--- src/rtl/fr_pkg.sv ---
`timescale 1ns/1ps
package fr_pkg;
  typedef enum logic [4:0] {
    OP_ADD, OP_ADDC, OP_SUBWF, OP_SUBWFB, OP_SUBFWB,
    OP_AND, OP_IOR, OP_XOR,
    OP_INC, OP_DEC, OP_COM, OP_NEG, OP_CLR, OP_SET, OP_SWAP,
    OP_MOVF, OP_MOVWF, OP_MOVFF, OP_MUL,
    OP_RLC, OP_RLN, OP_RRC, OP_RRN,
    OP_CPSEQ, OP_CPSGT, OP_CPSLT, OP_TST,
    OP_INCSZ, OP_INCSNZ, OP_DECSZ, OP_DECSNZ
  } fr_op_e;

  localparam int FLG_W  = 5;
  localparam int FLG_C  = 0;
  localparam int FLG_DC = 1;
  localparam int FLG_Z  = 2;
  localparam int FLG_OV = 3;
  localparam int FLG_N  = 4;

  localparam logic [FLG_W-1:0] MSK_ALL = 5'b11111;
  localparam logic [FLG_W-1:0] MSK_ZN  = 5'b10100;
  localparam logic [FLG_W-1:0] MSK_CZN = 5'b10101;
endpackage

--- src/rtl/fr_alu.sv ---
`timescale 1ns/1ps
module fr_alu
  import fr_pkg::*;
#(
  parameter int DW = 8
) (
  input  fr_op_e            op_i,
  input  logic [DW-1:0]     f_i,
  input  logic [DW-1:0]     w_i,
  input  logic              c_i,
  output logic [DW-1:0]     res_o,
  output logic [FLG_W-1:0]  flg_o,
  output logic [FLG_W-1:0]  msk_o,
  output logic [2*DW-1:0]   prod_o
);
  localparam int MSB = DW - 1;
  localparam int NIB = 4;
  localparam int HLF = DW / 2;

  logic [DW-1:0] add_a, add_b;
  logic          add_ci;
  logic [DW:0]   sum;
  logic [NIB:0]  half;
  logic          ov;
  logic          c_n;

  // shared adder operand steering
  always_comb begin
    add_a  = f_i;
    add_b  = '0;
    add_ci = 1'b0;
    case (op_i)
      OP_ADD:    add_b = w_i;
      OP_ADDC:   begin add_b = w_i;  add_ci = c_i;  end
      OP_SUBWF:  begin add_b = ~w_i; add_ci = 1'b1; end
      OP_SUBWFB: begin add_b = ~w_i; add_ci = c_i;  end
      OP_SUBFWB: begin add_a = w_i; add_b = ~f_i; add_ci = c_i; end
      OP_INC, OP_INCSZ, OP_INCSNZ: add_ci = 1'b1;
      OP_DEC, OP_DECSZ, OP_DECSNZ: add_b  = '1;
      OP_NEG:    begin add_a = '0; add_b = ~f_i; add_ci = 1'b1; end
      default: ;
    endcase
  end

  assign sum    = {1'b0, add_a} + {1'b0, add_b} + {{DW{1'b0}}, add_ci};
  assign half   = {1'b0, add_a[NIB-1:0]} + {1'b0, add_b[NIB-1:0]} + {{NIB{1'b0}}, add_ci};
  assign ov     = (add_a[MSB] == add_b[MSB]) && (sum[MSB] != add_a[MSB]);
  assign prod_o = {{DW{1'b0}}, f_i} * {{DW{1'b0}}, w_i};

  always_comb begin
    res_o = sum[DW-1:0];
    c_n   = sum[DW];
    msk_o = '0;
    case (op_i)
      OP_ADD, OP_ADDC, OP_SUBWF, OP_SUBWFB, OP_SUBFWB,
      OP_INC, OP_DEC, OP_NEG:                 msk_o = MSK_ALL;
      OP_INCSZ, OP_INCSNZ, OP_DECSZ, OP_DECSNZ: ;
      OP_AND:   begin res_o = f_i & w_i; msk_o = MSK_ZN; end
      OP_IOR:   begin res_o = f_i | w_i; msk_o = MSK_ZN; end
      OP_XOR:   begin res_o = f_i ^ w_i; msk_o = MSK_ZN; end
      OP_COM:   begin res_o = ~f_i;      msk_o = MSK_ZN; end
      OP_CLR:   begin res_o = '0;        msk_o = MSK_ZN; end
      OP_SET:   begin res_o = '1;        msk_o = MSK_ZN; end
      OP_SWAP:  res_o = {f_i[HLF-1:0], f_i[DW-1:HLF]};
      OP_MOVF:  begin res_o = f_i;       msk_o = MSK_ZN; end
      OP_MOVWF: res_o = w_i;
      OP_RLC:   begin res_o = {f_i[DW-2:0], c_i};     c_n = f_i[MSB]; msk_o = MSK_CZN; end
      OP_RLN:   begin res_o = {f_i[DW-2:0], f_i[MSB]}; msk_o = MSK_ZN; end
      OP_RRC:   begin res_o = {c_i, f_i[DW-1:1]};     c_n = f_i[0];   msk_o = MSK_CZN; end
      OP_RRN:   begin res_o = {f_i[0], f_i[DW-1:1]};  msk_o = MSK_ZN; end
      default:  res_o = f_i;  // move-ff, multiply, compares, test
    endcase
    flg_o         = '0;
    flg_o[FLG_C]  = c_n;
    flg_o[FLG_DC] = half[NIB];
    flg_o[FLG_OV] = ov;
    flg_o[FLG_Z]  = (res_o == '0);
    flg_o[FLG_N]  = res_o[MSB];
  end
endmodule

--- src/rtl/fr_skip.sv ---
`timescale 1ns/1ps
module fr_skip
  import fr_pkg::*;
#(
  parameter int DW = 8
) (
  input  fr_op_e        op_i,
  input  logic [DW-1:0] f_i,
  input  logic [DW-1:0] w_i,
  input  logic [DW-1:0] res_i,
  output logic          skip_o
);
  always_comb begin
    case (op_i)
      OP_CPSEQ:             skip_o = (f_i == w_i);
      OP_CPSGT:             skip_o = (f_i >  w_i);
      OP_CPSLT:             skip_o = (f_i <  w_i);
      OP_TST:               skip_o = (f_i == '0);
      OP_INCSZ,  OP_DECSZ:  skip_o = (res_i == '0);
      OP_INCSNZ, OP_DECSNZ: skip_o = (res_i != '0);
      default:              skip_o = 1'b0;
    endcase
  end
endmodule

--- src/rtl/fr_exec_unit.sv ---
`timescale 1ns/1ps
module fr_exec_unit
  import fr_pkg::*;
#(
  parameter int DW = 8,
  parameter int AW = 8
) (
  input  logic            clk_i,
  input  logic            rst_ni,
  input  logic            valid_i,
  input  logic [4:0]      op_i,
  input  logic            dest_i,
  input  logic [AW-1:0]   faddr_i,
  input  logic [AW-1:0]   dst_addr_i,
  output logic [AW-1:0]   rf_raddr_o,
  input  logic [DW-1:0]   rf_rdata_i,
  output logic            rf_we_o,
  output logic [AW-1:0]   rf_waddr_o,
  output logic [DW-1:0]   rf_wdata_o,
  output logic [DW-1:0]   wreg_o,
  output logic [FLG_W-1:0] status_o,
  output logic [2*DW-1:0] prod_o,
  output logic            skip_o
);
  localparam int PW = 2 * DW;

  fr_op_e             op;
  logic [DW-1:0]      w_q, res;
  logic [FLG_W-1:0]   st_q, flg, msk;
  logic [PW-1:0]      prod_q, prod;
  logic               skip_raw, to_file, to_w;

  assign op = fr_op_e'(op_i);

  fr_alu #(.DW(DW)) u_alu (
    .op_i (op), .f_i(rf_rdata_i), .w_i(w_q), .c_i(st_q[FLG_C]),
    .res_o(res), .flg_o(flg), .msk_o(msk), .prod_o(prod)
  );

  fr_skip #(.DW(DW)) u_skip (
    .op_i(op), .f_i(rf_rdata_i), .w_i(w_q), .res_i(res), .skip_o(skip_raw)
  );

  // destination steering
  always_comb begin
    case (op)
      OP_CLR, OP_SET, OP_NEG, OP_MOVWF, OP_MOVFF: begin to_file = 1'b1; to_w = 1'b0; end
      OP_MUL, OP_CPSEQ, OP_CPSGT, OP_CPSLT, OP_TST: begin to_file = 1'b0; to_w = 1'b0; end
      default: begin to_file = dest_i; to_w = ~dest_i; end
    endcase
  end

  assign rf_raddr_o = faddr_i;
  assign rf_we_o    = valid_i & to_file;
  assign rf_waddr_o = (op == OP_MOVFF) ? dst_addr_i : faddr_i;
  assign rf_wdata_o = res;
  assign skip_o     = valid_i & skip_raw;

  always_ff @(posedge clk_i or negedge rst_ni) begin
    if (!rst_ni) begin
      w_q    <= '0;
      st_q   <= '0;
      prod_q <= '0;
    end else if (valid_i) begin
      if (to_w) w_q <= res;
      st_q <= (st_q & ~msk) | (flg & msk);
      if (op == OP_MUL) prod_q <= prod;
    end
  end

  assign wreg_o   = w_q;
  assign status_o = st_q;
  assign prod_o   = prod_q;

  p_file_write_keeps_w_r2: assert property (@(posedge clk_i) disable iff (!rst_ni)
    rf_we_o |=> $stable(wreg_o));

  p_w_dest_no_write_r2: assert property (@(posedge clk_i) disable iff (!rst_ni)
    (valid_i && !dest_i && op_i == OP_ADD) |-> !rf_we_o);

  p_logic_keeps_cdo_r4: assert property (@(posedge clk_i) disable iff (!rst_ni)
    (valid_i && (op_i == OP_AND || op_i == OP_IOR || op_i == OP_XOR))
      |=> ($stable(status_o[FLG_C]) && $stable(status_o[FLG_DC]) && $stable(status_o[FLG_OV])));

  p_cmp_no_write_r7: assert property (@(posedge clk_i) disable iff (!rst_ni)
    (valid_i && (op_i == OP_CPSEQ || op_i == OP_CPSGT || op_i == OP_CPSLT)) |-> !rf_we_o);

  p_cmp_keeps_flags_r7: assert property (@(posedge clk_i) disable iff (!rst_ni)
    (valid_i && (op_i == OP_CPSEQ || op_i == OP_CPSGT || op_i == OP_CPSLT || op_i == OP_TST))
      |=> $stable(status_o));

  p_incsz_skip_zero_r9: assert property (@(posedge clk_i) disable iff (!rst_ni)
    (valid_i && op_i == OP_INCSZ && skip_o) |-> (rf_wdata_o == '0));

  p_mul_keeps_flags_r11: assert property (@(posedge clk_i) disable iff (!rst_ni)
    (valid_i && op_i == OP_MUL) |=> $stable(status_o));

  p_idle_quiet_r12: assert property (@(posedge clk_i) disable iff (!rst_ni)
    !valid_i |-> (!rf_we_o && !skip_o));

  p_idle_holds_r12: assert property (@(posedge clk_i) disable iff (!rst_ni)
    !valid_i |=> ($stable(wreg_o) && $stable(status_o) && $stable(prod_o)));
endmodule

--- config.mk ---
export PLATFORM = sky130hd
export DESIGN_NAME = fr_exec_unit
export DESIGN_NICKNAME = d
export VERILOG_FILES = /design/src/rtl/fr_pkg.sv /design/src/rtl/fr_alu.sv /design/src/rtl/fr_skip.sv /design/src/rtl/fr_exec_unit.sv
export SDC_FILE = /design/constraint.sdc
export NUM_CORES = 1
export LEC_CHECK = 0
export BUFFER_PORTS_ARGS = -buffer_cell sky130_fd_sc_hd__buf_4
export CAP_MARGIN = 20
export CORE_MARGIN = 5
export CORE_UTILIZATION = 59
export CTS_CLUSTER_SIZE = 20
export DETAILED_ROUTE_END_ITERATION = 10
export PLACE_DENSITY = 0.92
export SYNTH_ARGS = -nofsm -noshare
export SYNTH_HDL_FRONTEND = slang
export SYNTH_SLANG_ARGS = --single-unit
--- constraint.sdc ---
create_clock -name clk_i -period 4.9 [get_ports clk_i]
set_input_delay 0.49 -clock clk_i [delete_from_list [all_inputs] [get_ports clk_i]]
set_output_delay 0.49 -clock clk_i [all_outputs]
set_load 0.1 [all_outputs]
Word level (Yosys, flattened, before mapping)
Cells that the tools add are included.
{"block": "word_totals", "register_bits": 29, "out_inout_bits": 55}
{"block": "op_classes", "n_addsub": 4, "multipliers": 1, "n_lt_le_gt_ge": 2, "eq_ne": 33, "n_mux": 10, "bitwise_logic": 12, "n_reduce_logical": 22}
{"cell": "one-hot mux 8 bit (13 select lines)", "n": 1}
{"cell": "equality test 5 bit, second input constant", "n": 15}
{"cell": "equality test 5 x 4 -> 1 bit, second input constant", "n": 8}
{"cell": "one-hot mux 8 bit (4 select lines)", "n": 1}
{"cell": "equality test 5 x 3 -> 1 bit, second input constant", "n": 4}
{"cell": "zero test 8 bit", "n": 2}
{"cell": "multiplier 8 x 8 -> 16 bit", "n": 1}
{"cell": "inverter 8 bit", "n": 2}
{"cell": "one-hot mux 8 bit (2 select lines)", "n": 1}
{"cell": "one-hot mux 5 bit (3 select lines)", "n": 1}
{"cell": "OR reduction 5 bit", "n": 3}
{"cell": "OR reduction 12 bit", "n": 1}
{"cell": "OR reduction 2 bit", "n": 6}
{"cell": "AND 5 bit", "n": 2}
{"cell": "equality test 5 x 2 -> 1 bit, second input constant", "n": 2}
{"cell": "OR reduction 10 bit", "n": 1}
{"cell": "adder 8 x 8 -> 9 bit", "n": 1}
{"cell": "adder 9 x 1 -> 9 bit", "n": 1}
{"cell": "OR reduction 9 bit", "n": 1}
{"cell": "AND 8 bit", "n": 1}
{"cell": "equality test 8 bit", "n": 1}
{"cell": "greater-than comparator 8 bit", "n": 1}
{"cell": "less-than comparator 8 bit", "n": 1}
{"cell": "two-way mux 8 bit", "n": 1}
{"cell": "20 further kinds", "n": 25}

Logic depth before layout (Yosys ltp)
{"block": "depth", "depth_word": 9, "mapped_depth": 21}

Cells and area by module
A second synthesis with hierarchy kept.
{"block": "unflattened", "cells_unflattened": 682, "hier_area_um2": 5731.7}
{"mod": "fr_alu", "n_inst": 1, "cells_per_inst": 533, "area_each_um2": 3972.6}
{"mod": "fr_exec_unit", "n_inst": 1, "cells_per_inst": 101, "area_each_um2": 1413.9}
{"mod": "fr_skip", "n_inst": 1, "cells_per_inst": 48, "area_each_um2": 345.3}

Worst setup path before layout
No wires, ideal clock.
{"block": "synth_path", "path_type": "input port to output port", "from": "input op_i[2]", "to": "output skip_o", "t_arrival_ns": 5.918, "required_time_ns": 4.410, "setup_slack_ns": -1.508, "stages": 19, "cell_sequence": "buf_2 > buf_4 > buf_2 > nand2_1 > o22ai_1 > nand2b_1 > clkbuf_1 > clkbuf_1 > o211ai_1 > fa_1 > a21o_1 > a221oi_1 > xnor2_1 > nand2_1 > a41oi_1 > nor3_1 > nand3_1 > mux2i_1 > o21a_1"}
{"block": "synth_via", "elab_chain_cells": 9, "elab_cells_between_ends": 47, "classes_between": "2 x add/sub; 27 x eq/ne; 5 x mux; 1 x bitwise; 12 x reduce/logical"}
{"item": "start, declared", "line": "fr_exec_unit.sv:11", "source": "input logic [4:0] op_i,"}
{"item": "equality test 5 bit, or another cell as far along", "line": "fr_alu.sv:32, fr_alu.sv:54"}
{"item": "OR reduction 3 bit or OR reduction 2 bit (tied branches)"}
{"item": "one-hot mux 8 bit (4 select lines)", "line": "fr_alu.sv:32", "source": "case (op_i)"}
{"item": "adder 8 x 8 -> 9 bit", "line": "fr_alu.sv:45", "source": "assign sum = {1'b0, add_a} + {1'b0, add_b} + {{DW{1'b0}}, add_ci};"}
{"item": "adder 9 x 1 -> 9 bit", "line": "fr_alu.sv:45"}
{"item": "one-hot mux 8 bit (13 select lines) (*)", "line": "fr_alu.sv:54", "source": "case (op_i)"}
{"item": "named net rf_wdata_o[5]", "line": "fr_exec_unit.sv:19", "source": "output logic [DW-1:0] rf_wdata_o,"}
{"item": "nonzero test 8 bit or zero test 8 bit (tied branches)", "line": "fr_skip.sv:20, fr_skip.sv:19"}
{"item": "one-hot mux 1 bit (6 select lines) (*)", "line": "fr_skip.sv:14", "source": "case (op_i)"}
{"item": "AND 1 bit (*)", "line": "fr_exec_unit.sv:57", "source": "assign skip_o = valid_i & skip_raw;"}
{"item": "end, declared", "line": "fr_exec_unit.sv:23", "source": "output logic skip_o"}
Mark *: on every way through the listed nets, which the timed path passes. The rest lies on a longest branch.

Worst setup path after layout
{"block": "layout_path", "from": "input op_i[2]", "to": "output skip_o"}
{"block": "layout_via", "elab_chain_cells": 9, "elab_cells_between_ends": 47, "classes_between": "2 x add/sub; 27 x eq/ne; 5 x mux; 1 x bitwise; 12 x reduce/logical"}
{"item": "equality test 5 bit, or another cell as far along", "line": "fr_alu.sv:32, fr_alu.sv:54, fr_skip.sv:14"}
{"item": "OR reduction 3 bit or OR reduction 2 bit (tied branches)"}
{"item": "one-hot mux 8 bit (4 select lines)", "line": "fr_alu.sv:32"}
{"item": "adder 8 x 8 -> 9 bit", "line": "fr_alu.sv:45"}
{"item": "adder 9 x 1 -> 9 bit", "line": "fr_alu.sv:45"}
{"item": "one-hot mux 8 bit (13 select lines)", "line": "fr_alu.sv:54"}
{"item": "nonzero test 8 bit or zero test 8 bit (tied branches)", "line": "fr_skip.sv:20, fr_skip.sv:19"}
{"item": "one-hot mux 1 bit (6 select lines) (*)", "line": "fr_skip.sv:14"}
{"item": "AND 1 bit (*)", "line": "fr_exec_unit.sv:57"}
Mark *: on every way between the ends. The rest lies on a longest branch, timed or not.

==> run_results.csv <==
group,metric,value,unit
global_route,grt_max_degree,30,
layout,drive_gt1_frac,0.254,
logic_synthesis,ys_async_sr_fraction,1.00,
logic_synthesis,ys.flop_type,"dfrtp_1",
global_route,track_usage,0.321,
sta,post-route-min-period,4.70,ns
global_route,grt_pass1_vias,5845,
sta,hold_viol_final,0,
logic_synthesis,synth.area.top_cells,"ha_1 15%, fa_1 14%, dfrtp_1 13%",
place,dp_cells,860,
logic_synthesis,ys_ff_latch,29,
clock_network,numCtsBuffers,5,
global_route,grt_pass1_wl,29200,um
sta,finalSetupViolCount,0,
logic_synthesis,synth_compound_area_frac,0.205,
sta,slew_headroom,0.456,
logic_synthesis,synth-edff-count,0,
logic_synthesis,synthMuxAreaShare,0.0444,
logic_synthesis,synthesis.nets,814,
floorplanning,row_count,35,
logic_synthesis,synth_cells,676,
clock_network,cts-root-buf,"clkbuf_8",
floorplanning,ios,88,
worst_setup_path,path_cells,"buf_4, nand2b_1, o22ai_1, nand2b_1, o211ai_1, fa_2, inv_1, fa_1, nand2b_1, a21o_1, nor3b_1, o211ai_1, buf_4, a41oi_4, nor3_2, nand3_1, mux2i_1, o21a_4, buf_6",
logic_synthesis,synthDominantCellAreaShare,0.152,
logic_synthesis,synth_seq_area_share,0.132,
worst_setup_path,slowest_delay,0.38,ns
worst_setup_path,endpoint_kind,"output pin",
place,io_buffers,87,
sta,setup_tns,0,ns
worst_setup_path,startpoint_type,"primary input",
logic_synthesis,synth_top_family_by_area,"adder cells",
sta,drv_slew,0,
clock_network,cts_hold_buf,0,
route,drt_wl_total,18300,um
clock_network,cts_num_sinks,29,
clock_network,cts_buffer_depth,2,
power,p_per_area,649,nW/um^2
place,gp_congestion,0.988,
layout,final_area,6600,um^2
floorplanning,dieHeight,107,um
place,dpl-instance-area,6410,um^2
logic_synthesis,yosys.area.top_type,"ha_1",
power,ir_drop,0.600,mV
worst_setup_path,worstPathArrival,4.21,ns
route,drc_errors,0,
clock_network,htree_levels,2,
logic_synthesis,synthXorXnorAreaFrac,0.0413,
place,place_hpwl,14300,um
floorplanning,initial_core_util,0.600,
hold_path,min_path_type,"in -> async",
power,finalPower,0.00428,W
power,cellLeakagePower,3.32,nW
worst_setup_path,critPathRequiredTime,4.41,ns
clock_network,clk_latency,0.29,ns
run_status,status,"finished, final reports clean",
logic_synthesis,synth_simple_gate_area_frac,0.194,
place,pre_cts_ws,0.000914,ns
worst_setup_path,critPathKind,"in -> out",
logic_synthesis,synth_area,5520,um^2
floorplanning,dieArea,11400,um^2
layout,final_common_cell,"buf_4",
route,num_vias,5673,
flow_run,maxCapViolations,0,
layout,nNetsFinal,900,
worst_setup_path,cpMostUsedCell,"nand2b_1",
sta,min_period_over_period,0.960,
layout,fin_cells,874,
worst_setup_path,crit_family,"compound AO/OA/AOI/OAI gates",
logic_synthesis,postSynthAreaPerCell,8.16,um^2
logic_synthesis,synth_fa_ha_area_frac,0.290,
layout,final_cell_mix,"127 x buf_4, 72 x nand2_1, 71 x inv_1, 67 x ha_1, 61 x nor2_1",
worst_setup_path,critical_path_peak_fanout,17,
logic_synthesis,ys_types,80,
clock_network,cts_tree,"built",
sta,setup_slack,0.195,ns
global_route,antenna_found_initial,0,
sta,worst_slew_pin_slew,0.809,ns
clock_network,clk_pin_slew,0.08,ns
sta,skew,0.0130,ns
global_route,gr-total-overflow,0,
route,wl_per_cell,21.0,um
route,first_pass_iters,5,
layout,n_antenna_cell,0,
sta,fmax,213,MHz
worst_setup_path,cp_num_buf_inv,4,
floorplanning,design.core.area,9200,um^2
layout,syn_to_final_growth,19.6,%
worst_setup_path,crit_path_top_delay_cell,"fa_1",
route,drt_iter0_drc,490,
route,ant_nets,0,
route,via_per_inst,6.49,
logic_synthesis,ys_warn_count,0,
floorplanning,die_w,107,um
## where the power goes
part	switching, W	internal [W]
Clock	0.000115	0.000166
Combinational	0.00228	0.00130
Sequential	0.0000901	0.000325
## cell families after synthesis
logic type / Yosys count
AO/OA/AOI/OAI: 154
XOR/XNOR: 26
adder cells (fa/ha/maj): 105
buffers and inverters: 123
flip-flops: 29
multiplexers: 22
AND/OR/NAND/NOR: 217
## timing repair
action / in CTS / in global routing
hold endpoints to repair: 0 / 0
setup buffers: 0 / 6
endpoints found under the setup margin: 0 / 3
resized for setup: 0 / 6
## cell type report
class,instances,area (um^2)
clock buffer,6,82.6
clock inverter,2,37.5
fill,697,2600
inverter,74,282
multi-input combinational,524,4360
sequential,29,733
tap,111,139
timing repair buffer,128,965
## worst reg2reg max path, delay by kind of cell, from the launching register on
family / cells / cell delay [ns]
compound gates: 6 / 1.15
flops: 1 / 0.44
fa+ha+maj: 5 / 2.15
xor+xnor: 1 / 0.16
simple gates: 2 / 0.25
buf+inv: 3 / 0.44
## stage by stage
step | hold WS [ns] | util
floorplan | 0.194 | -
finish | 0.128 | 0.718
CTS | 0.140 | 0.710
detailed placement | 0.462 | 0.697
global route | 0.167 | 0.718
global placement | 0.447 | 0.697
## layer usage
| metal | routed length [um] | GRT usage |
|---|---|---|
| met5 | 0 | 0 |
| met2 | 8620 | 0.547 |
| met3 | 2050 | 0.0722 |
| met4 | 643 | 0.0886 |
| met1 | 7010 | 0.410 |
## final timing paths
| check | startpoint | to | slack [ns] | cells after the start |
|---|---|---|---|---|
| worst min register to register | prod_o[9] | prod_o[9] | 0.49 | 2 |
| min in group clk_i | prod_o[9] | prod_o[9] | 0.49 | 2 |
| worst max register to register | wreg_o[4] | prod_o[15] | 0.20 | 17 |
| max in group asynchronous | rst_ni | wreg_o[2] | 4.42 | 1 |
| worst max-delay path | op_i[2] | skip_o | 0.20 | 19 |
| worst min-delay path | rst_ni | wreg_o[6] | 0.13 | 1 |
## cell usage after synthesis, types with 3 or more instances
library cell	count
a211oi_1	3
a21o_1	13
a21oi_1	31
a221oi_1	5
a22o_1	8
a22oi_1	4
a2bb2oi_1	5
a31oi_1	4
and2_1	3
and3_1	7
buf_2	11
buf_4	12
clkbuf_1	24
dfrtp_1	29
fa_1	38
ha_1	67
inv_1	72
mux2_2	20
nand2_1	73
nand2b_1	9
nand3_1	14
nand4_1	7
nor2_1	61
nor2b_1	6
nor3_1	6
nor3b_1	3
nor4_1	6
o211ai_1	11
o21ai_0	25
o21bai_1	3
o22ai_1	3
o2bb2ai_1	4
o31ai_1	3
or4_1	3
xnor2_1	10
xor2_1	16
(Power assumes the default switching activity.)
